==> src/rtl/rp_fmul.sv <==
module rp_fmul #(
  parameter int EXP_W  = 6,
  parameter int FRAC_W = 9
) (
  input  logic                        clk,
  input  logic                        rst_n,
  input  logic                        in_valid,
  input  logic [EXP_W+FRAC_W:0]       op_a,
  input  logic [EXP_W+FRAC_W:0]       op_b,
  output logic                        out_valid,
  output logic [EXP_W+FRAC_W:0]       result
);
  localparam int W      = 1 + EXP_W + FRAC_W;
  localparam int SIG_W  = FRAC_W + 1;
  localparam int PROD_W = 2 * SIG_W;
  localparam int XW     = EXP_W + 2;
  localparam logic signed [XW-1:0] BIAS = XW'((1 << (EXP_W - 1)) - 1);
  localparam logic signed [XW-1:0] EMAX = XW'((1 << EXP_W) - 1);

  logic [EXP_W-1:0] ea, eb;
  assign ea = op_a[FRAC_W +: EXP_W];
  assign eb = op_b[FRAC_W +: EXP_W];

  logic signed [XW-1:0] exp_sum;
  assign exp_sum = $signed({2'b00, ea}) + $signed({2'b00, eb}) - BIAS;

  logic              v1, s1_sign, s1_zero;
  logic [PROD_W-1:0] s1_prod;
  logic signed [XW-1:0] s1_exp;

  always_ff @(posedge clk) begin
    if (!rst_n) begin
      v1      <= 1'b0;
      s1_sign <= 1'b0;
      s1_zero <= 1'b1;
      s1_prod <= '0;
      s1_exp  <= '0;
    end else begin
      v1      <= in_valid;
      s1_sign <= op_a[W-1] ^ op_b[W-1];
      s1_zero <= (ea == '0) || (eb == '0);
      s1_prod <= {1'b1, op_a[FRAC_W-1:0]} * {1'b1, op_b[FRAC_W-1:0]};
      s1_exp  <= exp_sum;
    end
  end

  logic                 top;
  logic [FRAC_W-1:0]    frac_n;
  logic signed [XW-1:0] exp_n;
  logic                 under, over;
  logic [W-1:0]         next_res;

  assign top    = s1_prod[PROD_W-1];
  assign frac_n = top ? s1_prod[PROD_W-2 -: FRAC_W] : s1_prod[PROD_W-3 -: FRAC_W];
  assign exp_n  = s1_exp + $signed({{(XW-1){1'b0}}, top});
  assign under  = exp_n <= 0;
  assign over   = exp_n > EMAX;

  always_comb begin
    if (s1_zero || under)
      next_res = '0;
    else if (over)
      next_res = {s1_sign, {EXP_W{1'b1}}, {FRAC_W{1'b1}}};
    else
      next_res = {s1_sign, exp_n[EXP_W-1:0], frac_n};
  end

  always_ff @(posedge clk) begin
    if (!rst_n) begin
      out_valid <= 1'b0;
      result    <= '0;
    end else begin
      out_valid <= v1;
      result    <= next_res;
    end
  end

  logic [1:0] age;
  always_ff @(posedge clk) begin
    if (!rst_n) age <= 2'd0;
    else if (age != 2'd2) age <= age + 2'd1;
  end

  a_r7_latency: assert property (@(posedge clk) disable iff (!rst_n)
    (age == 2'd2) |-> (out_valid == $past(in_valid, 2)));

  a_r2_zero_operand: assert property (@(posedge clk) disable iff (!rst_n)
    (age == 2'd2 && $past(in_valid && (ea == '0 || eb == '0), 2)) |-> (result == '0));

  a_r3_sign: assert property (@(posedge clk) disable iff (!rst_n)
    (age == 2'd2 && $past(in_valid, 2) && result != '0)
      |-> (result[W-1] == $past(op_a[W-1] ^ op_b[W-1], 2)));

  a_r6_flush_clean: assert property (@(posedge clk) disable iff (!rst_n)
    (out_valid && result[FRAC_W +: EXP_W] == '0) |-> (result == '0));
endmodule

==> config.mk <==
export PLATFORM = sky130hd
export DESIGN_NAME = rp_fmul
export DESIGN_NICKNAME = d
export VERILOG_FILES = /design/src/rtl/rp_fmul.sv
export SDC_FILE = /design/constraint.sdc
export NUM_CORES = 1
export LEC_CHECK = 0
export ABC_AREA = 1
export BUFFER_PORTS_ARGS = -buffer_cell sky130_fd_sc_hd__buf_2
export CORE_UTILIZATION = 59
export CTS_CLUSTER_DIAMETER = 200
export DETAILED_ROUTE_END_ITERATION = 6
export HOLD_SLACK_MARGIN = 0.02
export PLACE_DENSITY = 0.88
export SYNTH_ARGS = -nofsm -noshare
export SYNTH_HDL_FRONTEND = slang
export SYNTH_SLANG_ARGS = --single-unit
==> constraint.sdc <==
create_clock -name clk -period 5.21 [get_ports clk]
set_input_delay 0.2605 -clock clk [delete_from_list [all_inputs] [get_ports clk]]
set_output_delay 0.2605 -clock clk [all_outputs]
set_load 0.02 [all_outputs]
# Word-level counts from Yosys, hierarchy flattened

Index checks and enable logic that the tools add are counted.
W data, S select, Z words.

Register bits after elaboration: 48
Memories kept: 0
Bits in writable memories: 0
Bits in read-only memories: 0
Word-level logic and storage cells: 22
Output and inout bits: 17
Latch bits: 0

Bitwise gates (word level): 2
$add $sub $neg: 3
Divide/modulo/power cells: 0
Multipliers: 1
Order comparisons: 2
Equal/unequal tests: 0
Reductions and logical operators: 5
Multiplexer cells: 2
Shifts and indexed selects: 0

Operators by type and width:

| kind                  | count |
|---|---|
| $mul A10 B10 Y20      | 1 |
| $mux W15              | 1 |
| $logic_not A6 Y1      | 2 |
| $mux W9               | 1 |
| $add A8 B2 Y8         | 1 |
| $gt A8 B7 Y1 const B  | 1 |
| $le A8 B1 Y1 const B  | 1 |
| $sub A7 B5 Y8 const B | 1 |
| $add A6 B6 Y7         | 1 |
| $logic_or A1 B1 Y1    | 2 |
| $reduce_or A2 Y1      | 1 |
| $not A1 Y1            | 1 |
| $xor A1 B1 Y1         | 1 |

# Longest topological paths before layout

Depth after elaboration: 4
Depth in mapped cells: 21
Gate-level depth less buffers: 20

# Worst setup path before layout

Ideal clock, no wire load.

Kind: input -> register
Start point: input port op_a[5]
End point: register s1_prod[16]
Library setup time: 115 ps
Required time: 5095 ps
Slack: 850 ps
Arrival time: 4245 ps
Cell stages on the path: 18
Buffers on the path: 1
Path through: clkbuf_1 nand2_1 fa_1 inv_1 fa_1 inv_1 fa_1 inv_1 fa_1 fa_1 ha_1 a21o_1 a21oi_1 inv_1 a21boi_0 nand3_1 nand2_1 nor2_1

Cells in the longest elaborated chain, start to end: 1

RTL lines:

| element              | RTL line | text |
|---|---|---|
| start, declared      | 8        | `input logic [EXP_W+FRAC_W:0] op_a,` |
| $mul A10 B10 Y20     | 42       | `s1_prod <= {1'b1, op_a[FRAC_W-1:0]} * {1'b1, op_b[FRAC_W-1:0]};` |
| end signal, assigned | 42       |  |
| end, declared        | 28       | `logic [PROD_W-1:0] s1_prod;` |

No other way between the ends.
A chain may end at the register's enable or synchronous reset.

# Final worst setup path

Start point: input port op_b[8]
End point: register s1_prod[17]

Cells in the longest elaborated chain, start to end: 1

RTL lines:

| element          | RTL line | text |
|---|---|---|
| start, declared  | 9        | `input logic [EXP_W+FRAC_W:0] op_b,` |
| $mul A10 B10 Y20 | 42       |  |

No other way between the ends.

==> impl_results.md <==
* Status: finished clean
* Number of CTS-inserted buffers at 5
* Kind of critical path: primary input to flop
* Mapped Cells at 636
* Die extent in x at between 90 and 100 um
* Number of synthesized flops with an enable pin at 0
* Clock transition at the registers of the reported paths at roughly 70 ps
* Peak supply drop at 0.3459 mV
* Critical path endpoint category: flop
* Asr flop ratio synth at 0%
* Crit path time final at 4376 ps
* Clock Tree Root: clkbuf_8
* Nets at roughly 830
* HPWL Detailed at just under 9 mm
* Worst EP required at around 5400 ps
* Layout area overhead at 8.272%
* Yosys warns at 0
* TritonCTS clock tree: done
* Count of final hold-check violations at 0
* Nature of the critical path startpoint: primary input
* Synth Cell Area at about 0.0049 mm^2
* CP peak stage delay at around 540 ps
* Max frequency at roughly 0.23 GHz
* Initial Util at about 63%
* Critical path arrival at roughly 4600 ps
* Place WS at ~560 ps
* Cell Pwr Density at approximately 460 mW/mm^2
* I/O Buffers at 51
* Number of I/O pins at 52
* Die footprint at between 0.008 and 0.009 mm^2
* Critical path's slowest cell: fa_1
* Final setup margin at around 830 ps
* Synthesized flop and latch total at 39
* Mean number of vias per cell at around 5.3
* Design Power at 0.002479 W
* Final Cycle Share at a little over four fifths
* 1st-iter DRT viols at 266
* Clock Path Buffers at 2
* Setup bufs post-CTS at 0
* Cell mode on critical path: fa_1
* DRT Wirelength at between 10 and 15 mm
* Commonest cells after routing, fill and taps aside: 147 x inv_1, 132 x nand2_1, 65 x ha_1
* Initial antenna violation count at 0
* Worst-Skew Late Latency at roughly 290 ps
* Slew Limit Fails at 0
* Syn_nets at between 700 and 800
* Syn_area_per_cell at 7.753 um^2
* Setup violations, final at 0
* CTS HTree Levels at 2
* RSZ-0062 raised after global routing: no
* Share of cells above drive strength 1 at between 10% and 20%
* First-pass GRT wire length at between 15 and 20 mm
* Worst Skew at about 5 ps
* Most used DFF post-synth: dfxtp_1
* Worst-Margin Slew at about 660 ps
* Most common cell after layout, fill and taps aside: inv_1
* # diodes at 0
* Global route overflow at 0
* Vias in the first global route at approximately 4300
* Die H at ~93 um
* Resized Gates After CTS at 0
* Design area at 0.005339 mm^2
* Placer Congestion at about 0.88
* Max_slew headroom at around 56%
* Worst hold path class: primary input to flop
* Crit-path max FO at 10
* Crit-path cells: buf_2 -> nand2_1 -> inv_1 -> fa_1 -> inv_1 -> fa_1 -> inv_1 -> fa_1 -> fa_1 -> fa_1 -> ha_1 -> a21oi_1 -> o21ai_0 -> a211oi_1 -> nand3_1 -> nand2_1 -> nor2_1
* FP Rows at 32
* First-pass iteration count of the detailed router at 5
* Post-CTS Hold Fix Bufs at 0
* Core Footprint at around 0.008 mm^2
* Number of nets still failing antenna checks after routing at 0
* Register area share after synthesis at 15.83%
* GRT Total Usage at a little over a quarter
* Maxcap violations at 0
* Setup TNS at 0 ps
* Sink Count at 39
* Vias at approximately 4100
* Cell Area, Placed at 0.005206 mm^2
* DRC viols at 0
* Routed wire per std cell at about 14 um
* Largest net degree at the start of global routing at 21
* Unique cell type count in the Yosys netlist at 34
* Total leakage power at ~3.2 nW
==> stage by stage <==
stage / cells / util [%] / hold slack, ps
finish: 773 / 67.69 / 153.9
global route: 773 / 67.69 / 167.7
detailed placement: 765 / 66.01 / 400.2
global placement: 765 / 66.01 / 397.9
CTS: 773 / 67.69 / 152.7
floorplan: 636 / - / 358.1
==> routing by layer <==
layer	vias to the layer above	part of all wire [%]	global-route usage [%]
li1	1989	-	-
met3	31	5.8	5.772
met4	0	2.7	8.846
met1	1925	41	30.43
met2	141	51	50.00
met5	-	0	0
==> cells by family after synthesis <==
family,Yosys count,share of synthesized area (%)
AOI/OAI and AO/OA,66,7.359
xor gates and xnor gates,8,1.573
muxes,9,2.055
and+or+nand+nor,215,18.07
DFF,39,15.83
buffers and inverters,172,13.45
adders and majority gates,127,41.66
==> worst paths after layout <==
path,from,end,slack [ps],cells past startpoint
worst max register to register,s1_prod[19]$_SDFF_PN0_,result[8]$_SDFF_PP0_,2720,9
worst min-delay path,in_valid,v1$_SDFF_PN0_,150,3
worst min register to register,v1$_SDFF_PN0_,out_valid$_SDFF_PN0_,420,2
worst max-delay path,op_b[8],s1_prod[17]$_SDFF_PN0_,830,17
==> cell type report <==
cell class / instances / area (um^2)
Clock inverter: 2 / 60.06
Tap cell: 102 / 127.6
Multi-Input combinational cell: 425 / 3487
Timing Repair Buffer: 51 / 255.2
Inverter: 148 / 555.5
Fill cell: 646 / 2549
Clock buffer: 6 / 72.57
Sequential cell: 39 / 780.7
==> worst max-delay path, delay by kind of cell <==
kind	cells	cell delay [ps]
buf+inv	4	340
compound gates	3	780
simple gates	4	340
fa+ha+maj	6	2840
==> registers in the layout (all words and copies together), names as in the netlist <==
name,flops
result,16
s1_prod,11
v1,1
out_valid,1
s1_zero,1
s1_exp,8
s1_sign,1
==> power breakdown <==
group	switching, W	leakage (nW)	internal [W]	total, W
Combinational	0.00112	2.81	0.000667	0.00179
Sequential	0.0000343	0.322	0.000365	0.000400
Clock	0.000103	0.0654	0.000191	0.000294
Total	0.00126	3.20	0.00122	0.00248
==> cells in the mapped netlist, drive strengths merged (2+ instances only) <==
cell	n	area (um^2)
dfxtp	39	780.8
buf	8	47.54
clkbuf	16	60.06
mux2	9	101.4
nor4	3	18.77
a21boi	2	15.01
xnor2	2	17.52
a21o	5	37.54
fa	62	1241
xor2	6	60.06
o21ai	11	55.05
or2	2	12.51
nor2	47	176.4
nand4	2	12.51
nand3	20	110.1
ha	65	813.3
nor3	7	46.30
a21oi	44	224.0
inv	148	555.5
nand2	133	506.7
Note: power is estimated with default switching activity, not from simulation.
